`config.mk`:
```
export PLATFORM = sky130hd
export DESIGN_NAME = busclk_divider
export DESIGN_NICKNAME = d
export VERILOG_FILES = /design/src/rtl/busclk_div_pkg.sv /design/src/rtl/busclk_div_fsm.sv /design/src/rtl/busclk_div_slots.sv /design/src/rtl/busclk_divider.sv
export SDC_FILE = /design/constraint.sdc
export NUM_CORES = 1
export LEC_CHECK = 0
export CAP_MARGIN = 10
export CORE_MARGIN = 8
export CORE_UTILIZATION = 35
export CTS_CLUSTER_SIZE = 28
export DETAILED_ROUTE_END_ITERATION = 10
export SYNTH_ARGS = -nofsm -noshare
export SYNTH_HDL_FRONTEND = slang
export SYNTH_SLANG_ARGS = --single-unit
```
`constraint.sdc`:
```
create_clock -name clk_i -period 5.05 [get_ports clk_i]
set_clock_uncertainty 0.15 [all_clocks]
set_input_delay 0.7575 -clock clk_i [delete_from_list [all_inputs] [get_ports clk_i]]
set_output_delay 0.7575 -clock clk_i [all_outputs]
set_load 0.1 [all_outputs]
```
`src/rtl/busclk_div_pkg.sv`:
```
`timescale 1ns/1ps
package busclk_div_pkg;

    // Sequencer states of the divider
    typedef enum logic [1:0] {
        ST_BOOT = 2'd0,   // held in reset, output low
        ST_RUN  = 2'd1,   // counting through an output period
        ST_PARK = 2'd2    // sleep: output parked high
    } div_state_e;

endpackage

```
`src/rtl/busclk_div_fsm.sv`:
```
`timescale 1ns/1ps
module busclk_div_fsm
    import busclk_div_pkg::*;
#(
    parameter int RATIO_W     = 2,
    parameter int RESET_RATIO = 1
) (
    input  logic               clk_i,
    input  logic               rst_ni,
    input  logic [RATIO_W-1:0] ratio_i,
    input  logic               sleep_i,
    output div_state_e         st_q,
    output logic [RATIO_W-1:0] cnt_q,
    output logic [RATIO_W-1:0] div_q,
    output div_state_e         st_d,
    output logic [RATIO_W-1:0] cnt_d,
    output logic [RATIO_W-1:0] div_d
);

    localparam logic [RATIO_W-1:0] BOOT_DIV = RATIO_W'(RESET_RATIO);

    logic at_boundary;
    assign at_boundary = (cnt_q == div_q);

    // State register
    always_ff @(posedge clk_i or negedge rst_ni) begin
        if (!rst_ni) begin
            st_q  <= ST_BOOT;
            cnt_q <= '0;
            div_q <= BOOT_DIV;
        end else begin
            st_q  <= st_d;
            cnt_q <= cnt_d;
            div_q <= div_d;
        end
    end

    // Next-state logic
    always_comb begin
        st_d  = st_q;
        cnt_d = cnt_q;
        div_d = div_q;
        unique case (st_q)
            ST_BOOT: begin
                st_d  = ST_RUN;
                cnt_d = '0;
                div_d = BOOT_DIV;
            end
            ST_RUN: begin
                if (!at_boundary) begin
                    cnt_d = cnt_q + RATIO_W'(1);
                end else if (sleep_i) begin
                    st_d  = ST_PARK;
                    cnt_d = '0;
                end else begin
                    cnt_d = '0;
                    div_d = ratio_i;
                end
            end
            ST_PARK: begin
                if (!sleep_i) begin
                    st_d  = ST_RUN;
                    cnt_d = '0;
                    div_d = ratio_i;
                end
            end
            default: begin
                st_d  = ST_BOOT;
                cnt_d = '0;
                div_d = BOOT_DIV;
            end
        endcase
    end

    // the count never runs past the held divide value
    a_r1_count_bound: assert property (@(posedge clk_i) disable iff (!rst_ni)
        (st_q == ST_RUN) |-> (cnt_q <= div_q));

    // held ratio is stable inside a period
    a_r4_ratio_hold: assert property (@(posedge clk_i) disable iff (!rst_ni)
        (st_q == ST_RUN && cnt_q != '0) |-> $stable(div_q));

    // parking only begins from the last cycle of a period
    a_r8_park_at_boundary: assert property (@(posedge clk_i) disable iff (!rst_ni)
        (st_q == ST_PARK && $past(st_q) == ST_RUN) |-> $past(cnt_q == div_q));

    // boot lasts exactly one cycle after reset release
    a_r3_boot_once: assert property (@(posedge clk_i) disable iff (!rst_ni)
        (st_q == ST_BOOT) |=> (st_q == ST_RUN && div_q == BOOT_DIV));

endmodule

```
`src/rtl/busclk_div_slots.sv`:
```
`timescale 1ns/1ps
module busclk_div_slots
    import busclk_div_pkg::*;
#(
    parameter int RATIO_W = 2
) (
    input  div_state_e         st,
    input  logic [RATIO_W-1:0] cnt,
    input  logic [RATIO_W-1:0] div,
    output logic               hi_first,
    output logic               hi_second
);

    localparam int HW = RATIO_W + 2;

    logic [HW-1:0] half_idx;
    logic [HW-1:0] span;

    // Half-slot index inside the period against the period length N
    assign half_idx = {1'b0, cnt, 1'b0};
    assign span     = HW'(div) + HW'(1);

    always_comb begin
        unique case (st)
            ST_RUN: begin
                hi_first  = (half_idx < span);
                hi_second = ((half_idx + HW'(1)) < span);
            end
            ST_PARK: begin
                hi_first  = 1'b1;
                hi_second = 1'b1;
            end
            default: begin
                hi_first  = 1'b0;
                hi_second = 1'b0;
            end
        endcase
    end

endmodule

```
`src/rtl/busclk_divider.sv`:
```
`timescale 1ns/1ps
module busclk_divider
    import busclk_div_pkg::*;
#(
    parameter int RATIO_W     = 2,
    parameter int RESET_RATIO = 1
) (
    input  logic               clk_i,
    input  logic               rst_ni,
    input  logic [RATIO_W-1:0] ratio_i,
    input  logic               sleep_i,
    output logic               busclk_o
);

    div_state_e         st_q, st_d;
    logic [RATIO_W-1:0] cnt_q, cnt_d, div_q, div_d;
    logic               hi_first_d, hi_second_d;
    logic               first_q, second_q;

    busclk_div_fsm #(
        .RATIO_W     (RATIO_W),
        .RESET_RATIO (RESET_RATIO)
    ) u_fsm (
        .clk_i   (clk_i),
        .rst_ni  (rst_ni),
        .ratio_i (ratio_i),
        .sleep_i (sleep_i),
        .st_q    (st_q),
        .cnt_q   (cnt_q),
        .div_q   (div_q),
        .st_d    (st_d),
        .cnt_d   (cnt_d),
        .div_d   (div_d)
    );

    busclk_div_slots #(
        .RATIO_W (RATIO_W)
    ) u_slots (
        .st        (st_d),
        .cnt       (cnt_d),
        .div       (div_d),
        .hi_first  (hi_first_d),
        .hi_second (hi_second_d)
    );

    // Output register: per-cycle level for each source half-cycle
    always_ff @(posedge clk_i or negedge rst_ni) begin
        if (!rst_ni) begin
            first_q  <= 1'b0;
            second_q <= 1'b0;
        end else begin
            first_q  <= hi_first_d;
            second_q <= hi_second_d;
        end
    end

    // Half-cycle select: high half of source uses first slot
    assign busclk_o = clk_i ? first_q : second_q;

    // while parked both half-slots are high
    a_r5_park_high: assert property (@(posedge clk_i) disable iff (!rst_ni)
        (st_q == ST_PARK) |-> (first_q && second_q));

    // leaving the park starts a fresh high phase
    a_r7_resume_high: assert property (@(posedge clk_i) disable iff (!rst_ni)
        ($past(st_q) == ST_PARK && st_q == ST_RUN) |-> (first_q && cnt_q == '0));

    // a period always opens with a high first half
    a_r2_period_opens_high: assert property (@(posedge clk_i) disable iff (!rst_ni)
        (st_q == ST_RUN && cnt_q == '0) |-> first_q);

endmodule

```
==> results of run 1 <==
==> layer usage <==
layer | global-route usage [%] | part of all wire [%] | up-vias
met2 | 11.3 | 44 | 9
met3 | 4.42 | 3.3 | 7
met5 | 0 | 0 | -
li1 | - | - | 253
met1 | 9.81 | 48 | 247
met4 | 11.9 | 5.3 | 0
==> area by class of cell <==
type	count	area [sq um]	area share (%)
repair buffers	4	40.0	5.47
clock buffers	8	58.8	8.03
well taps	17	21.3	2.91
multi-input cells	47	388	53.0
flip-flops and latches	8	201	27.5
inverters	6	22.5	3.08
==> power by group through the flow <==
stage	sequential (W)	clock (W)	combinational, W
final	0.000120	0.000172	0.000291
after global routing	0.000123	0.000184	0.000322
after CTS	0.000120	0.000175	0.000291
after detailed placement	0.000121	0.0000803	0.000290
after global placement	0.000121	0.0000803	0.000288
after floorplan	0.000115	0.0000673	0.000238
==> cells by family after synthesis <==
| logic type | Yosys count | share of synthesized area [%] |
|---|---|---|
| xor gates and xnor gates | 5 | 8.34 |
| AOI/OAI and AO/OA | 18 | 23.6 |
| DFF | 8 | 32.7 |
| and+or+nand+nor | 18 | 19.1 |
| adders and majority gates | 5 | 10.2 |
| muxes | 1 | 1.83 |
| buffers and inverters | 7 | 4.27 |
==> metrics by stage <==
| stage | worst slack [ps] | instances |
|---|---|---|
| final | 45.6 | 90 |
| after global routing | 17.7 | 90 |
| after CTS | 31.6 | 90 |
| after detailed placement | 311 | 83 |
| after global placement | 311 | 83 |
| after floorplan | 1070 | 62 |
==> synthesized netlist by cell type, types with 2 or more instances <==
library cell,n,area [sq um]
dfrtp_1,7,175
inv_1,6,22.5
ha_1,5,62.6
and2_1,3,18.8
nand2_1,3,11.3
xnor2_1,3,26.3
a21boi_0,2,15.0
a21oi_1,2,10.0
nand2b_1,2,12.5
nor2b_1,2,12.5
nor3_1,2,10.0
nor4_1,2,12.5
o21ai_0,2,10.0
o311ai_0,2,17.5
o31a_1,2,17.5
==> registers in the layout, indices dropped and copies added, names as in the netlist <==
name,count
u_fsm.cnt_q,2
u_fsm.st_q,2
first_q,1
u_fsm.div_q,2
second_q,1
==> path summary, 6_finish.rpt <==
kind / startpoint / to / slack, ps / depth (start not counted)
max: clk_i / busclk_o / 50 / 4
min: rst_ni / u_fsm.st_q[0]$_DFF_PN0_ / 500 / 1
max reg2reg: u_fsm.st_q[1]$_DFF_PN0_ / first_q$_DFF_PN0_ / 2420 / 9
min reg2reg: u_fsm.st_q[1]$_DFF_PN0_ / u_fsm.st_q[1]$_DFF_PN0_ / 540 / 2
max in group asynchronous: rst_ni / u_fsm.div_q[0]$_DFF_PN1_ / 3940 / 1
min in group clk_i: u_fsm.st_q[1]$_DFF_PN0_ / u_fsm.st_q[1]$_DFF_PN0_ / 540 / 2
==> metrics, run 1 <==
status completed; P per Cell Area 797 nW/um^2; Avg Cell Area, Syn 9.93 sq um; Final Hold Vio Count 0; Main synth FF type dfrtp_1; WP data arrival 4100 ps; Logic pwr share 49.9%; unrepaired setup endpoints after global routing no; Rows 15; dpl cell area 683 sq um; Port-buffer cells 5; Yosys reg bits 8; cell count after synthesis 62; detailed-placement wirelength estimate 991 um; first-iteration detailed-routing DRC count 6; Die Y-Extent 57.9 um; # hold bufs at CTS 0; fin. max-slew vios 0; critical path required time 4140 ps; peak supply drop 449 uV; die area 3360 sq um; Post-CTS Setup Repair Bufs 0; cell repeated most along the worst path clkbuf_4; number of global-route vias before repair 520; number of max-cap violations 0; total track usage 9.14%; # nets final 84; total power 0.000583 W; Netlist cell types 32; Vias 516; Final TNS setup 0 ps; DRT Wirelength 1290 um; Ant. Diodes 0; area growth from synthesis to final layout 18.9%; CP Buf/Inv Count 3; Clk pin slew, worst setup/hold paths 60 ps; final antenna-violating net count 0; Hold WS 500 ps; worst slew pin tran 971 ps; CORE AREA 1690 sq um; syn_nets 72; ys async rst share 100%; mapped cell area 616 sq um; Crit path max-delay family buffers and inverters; Synth Warn # 0; total grt overflow 0; DRT Pass-1 Iters 4; post-cts resize count 0; Clk pwr share 29.6%; die width 57.9 um; Hold Crit Class input port to asynchronous set/reset pin; Leak 0.315 nW; P_sw 0.000271 W; EDFF count, synth 0; CTS tree done; startpoint types clock port; post-synthesis sequential area ratio 32.7%; setup violators final 0; # IOs 6; Flop pwr share 20.5%; Max-slew headroom 35.0%; most frequent cells in the layout dfrtp_1, inv_1, clkbuf_4; share of cells above drive strength 1 17.8%; post-route cell area 732 sq um; Switching Share 46.4%; vias per inst 5.73; Fillers 161; Initial Util 36.4%; largest net degree at the start of global routing 11; global-route wire length before repair 2150 um; Slowest Stage Delay on Critical Path 1130 ps; most common cell after layout, fill and taps aside dfrtp_1; GPL Wtd Cong 0.815; crit-path cells clkbuf_4, clkbuf_4, mux2_2, clkdlybuf4s50_1; WS Path Type clock port to output port; Cell Int Power 0.000312 W; Crit Path Max Fanout 2; initial antenna violation count 0; CP max stage cell clkdlybuf4s50_1; Worst setup EP type output port; drt wl/cell 14.3 um; drt drc 0; Clk Latency, worst-skew pair 380 ps; Final Util 43.3%
(Power assumes the default switching activity.)
==> run 2, diff against run 1 <==
Settings changed: ABC_AREA from default to 1, RECOVER_POWER from default to 25.
==> run 2 against run 1 <==
Net effect: routed wire length down 6.8%; setup slack better by 18 ps; non-clock buffer count unchanged; utilization increased by 1.7 points; die area increased by 4.7%; global-route usage fell by 1.3 points; sequential power shrank 6%.
==> metrics, run 2 <==
Synth Warn # 0; Final Hold Vio Count 0; Port-buffer cells 5; cell count after synthesis 86; Logic pwr share 54.6%; P per Cell Area 778 nW/um^2; final antenna-violating net count 0; fin. max-slew vios 0; most common cell after layout, fill and taps aside nand2_1; Fillers 181; Netlist cell types 22; Cell Int Power 0.000293 W; Clk pin slew, worst setup/hold paths 50 ps; Switching Share 52.0%; biggest regs u_fsm.cnt_q (2), u_fsm.div_q (2), u_fsm.st_q (2); initial antenna violation count 0; EDFF count, synth 0; Initial Util 37.6%; post-cts resize count 0; unrepaired setup endpoints after global routing no; number of global-route vias before repair 530; Vias 543; first-iteration detailed-routing DRC count 8; worst slew pin tran 965 ps; largest net degree at the start of global routing 9; Hold Crit Class register to register; # IOs 6; Clk pwr share 26.9%; HP Start u_fsm.cnt_q[1]$_DFF_PN0_; Clk Latency, worst-skew pair 360 ps; Rows 15; Yosys top cell area share 26.7%; top-count cell post-synth nand2_1; Synth top cells by count nand2_1, inv_1, nand2_2; Post-CTS Setup Repair Bufs 0; DRT Wirelength 1200 um; most frequent cells in the layout nand2_1, inv_1, nand2_2; dpl cell area 737 sq um; GPL Wtd Cong 0.718; total power 0.000611 W; DRT Pass-1 Iters 4; final worst slack 63.6 ps; die area 3510 sq um; Ant. Diodes 0; P_sw 0.000318 W; ys async rst share 100%; post-route cell area 786 sq um; total grt overflow 0; WP data arrival 4080 ps; Avg Cell Area, Syn 7.62 sq um; DP Worst Slack 311 ps; Main synth FF type dfrtp_1; share of cells above drive strength 1 31.6%; CTS tree done; global-route wire length before repair 2070 um; critical path required time 4140 ps; syn_nets 96; crit path from clk_i; detailed-placement wirelength estimate 1010 um; Worst setup EP type output port; peak supply drop 329 uV; number of max-cap violations 0; Final TNS setup 0 ps; mapped cell area 656 sq um; drt drc 0; # nets final 109; Yosys reg bits 8; Leak 0.420 nW; top cells by area, synth dfrtp_1, nand2_1, ha_1; CORE AREA 1750 sq um; Max-slew headroom 35.5%; largest area contributor in the netlist dfrtp_1; Crit Path Max Fanout 2; startpoint types clock port; vias per inst 4.41; status completed; die width 59.3 um; r2r startpoint u_fsm.st_q[1]$_DFF_PN0_; area growth from synthesis to final layout 19.8%; setup violators final 0; Die Y-Extent 59.3 um; # hold bufs at CTS 0; Flop pwr share 18.6%; WS Path Type clock port to output port; drt wl/cell 9.75 um; post-synthesis sequential area ratio 30.7%; total track usage 7.84%
-- run 2: stage by stage --
step | hold slack (ps) | utilization [%] | cells
finish | 479 | 45.0 | 123
global route | 518 | 45.0 | 123
CTS | 485 | 45.0 | 123
detailed placement | 479 | 42.2 | 116
global placement | 466 | 42.2 | 116
floorplan | 312 | - | 86
-- run 2: metal layers --
layer / track usage, % / vias to the layer above / routed length (um)
met5: 0 / - / 0
met4: 2.39 / 0 / 0
met3: 5.21 / 0 / 49
met2: 12.5 / 6 / 604
met1: 8.15 / 244 / 546
li1: - / 293 / -
-- run 2: cells by family after synthesis --
logic type | after synthesis | share of synthesized area [%]
simple gates | 47 | 40.1
buf+inv | 18 | 10.3
flops | 8 | 30.7
compound gates | 7 | 7.63
fa+ha+maj | 5 | 9.54
mux | 1 | 1.72
-- run 2: cell type report --
| class | instances | area, sq um | share of cell area [%] |
|---|---|---|---|
| flip-flops and latches | 8 | 201 | 25.6 |
| inverters | 18 | 67.6 | 8.60 |
| multi-input cells | 60 | 387 | 49.2 |
| well taps | 25 | 31.3 | 3.98 |
| repair buffers | 4 | 40.0 | 5.10 |
| clock buffers | 8 | 58.8 | 7.48 |
-- run 2: worst paths after layout --
check | to | cells after the start | slack [ps]
max | busclk_o | 4 | 60
min | u_fsm.cnt_q[1]$_DFF_PN0_ | 2 | 480
max reg2reg | second_q$_DFF_PN0_ | 8 | 2910
min reg2reg | u_fsm.cnt_q[1]$_DFF_PN0_ | 2 | 480
max in group asynchronous | u_fsm.div_q[0]$_DFF_PN1_ | 1 | 3850
min in group asynchronous | second_q$_DFF_PN0_ | 1 | 590
-- run 2: power by group through the flow --
stage,clock network [W],logic (W),registers [W]
floorplan,0.0000671,0.000282,0.000110
global placement,0.0000801,0.000332,0.000114
detailed placement,0.0000801,0.000337,0.000116
CTS,0.000168,0.000339,0.000115
global route,0.000175,0.000381,0.000117
finish,0.000164,0.000334,0.000113
-- run 2: worst max-delay path, cell delays in order --
cell             delay [ps]
clkbuf_4                100
clkbuf_4                120
mux2_2                  210
clkdlybuf4s50_1        1120
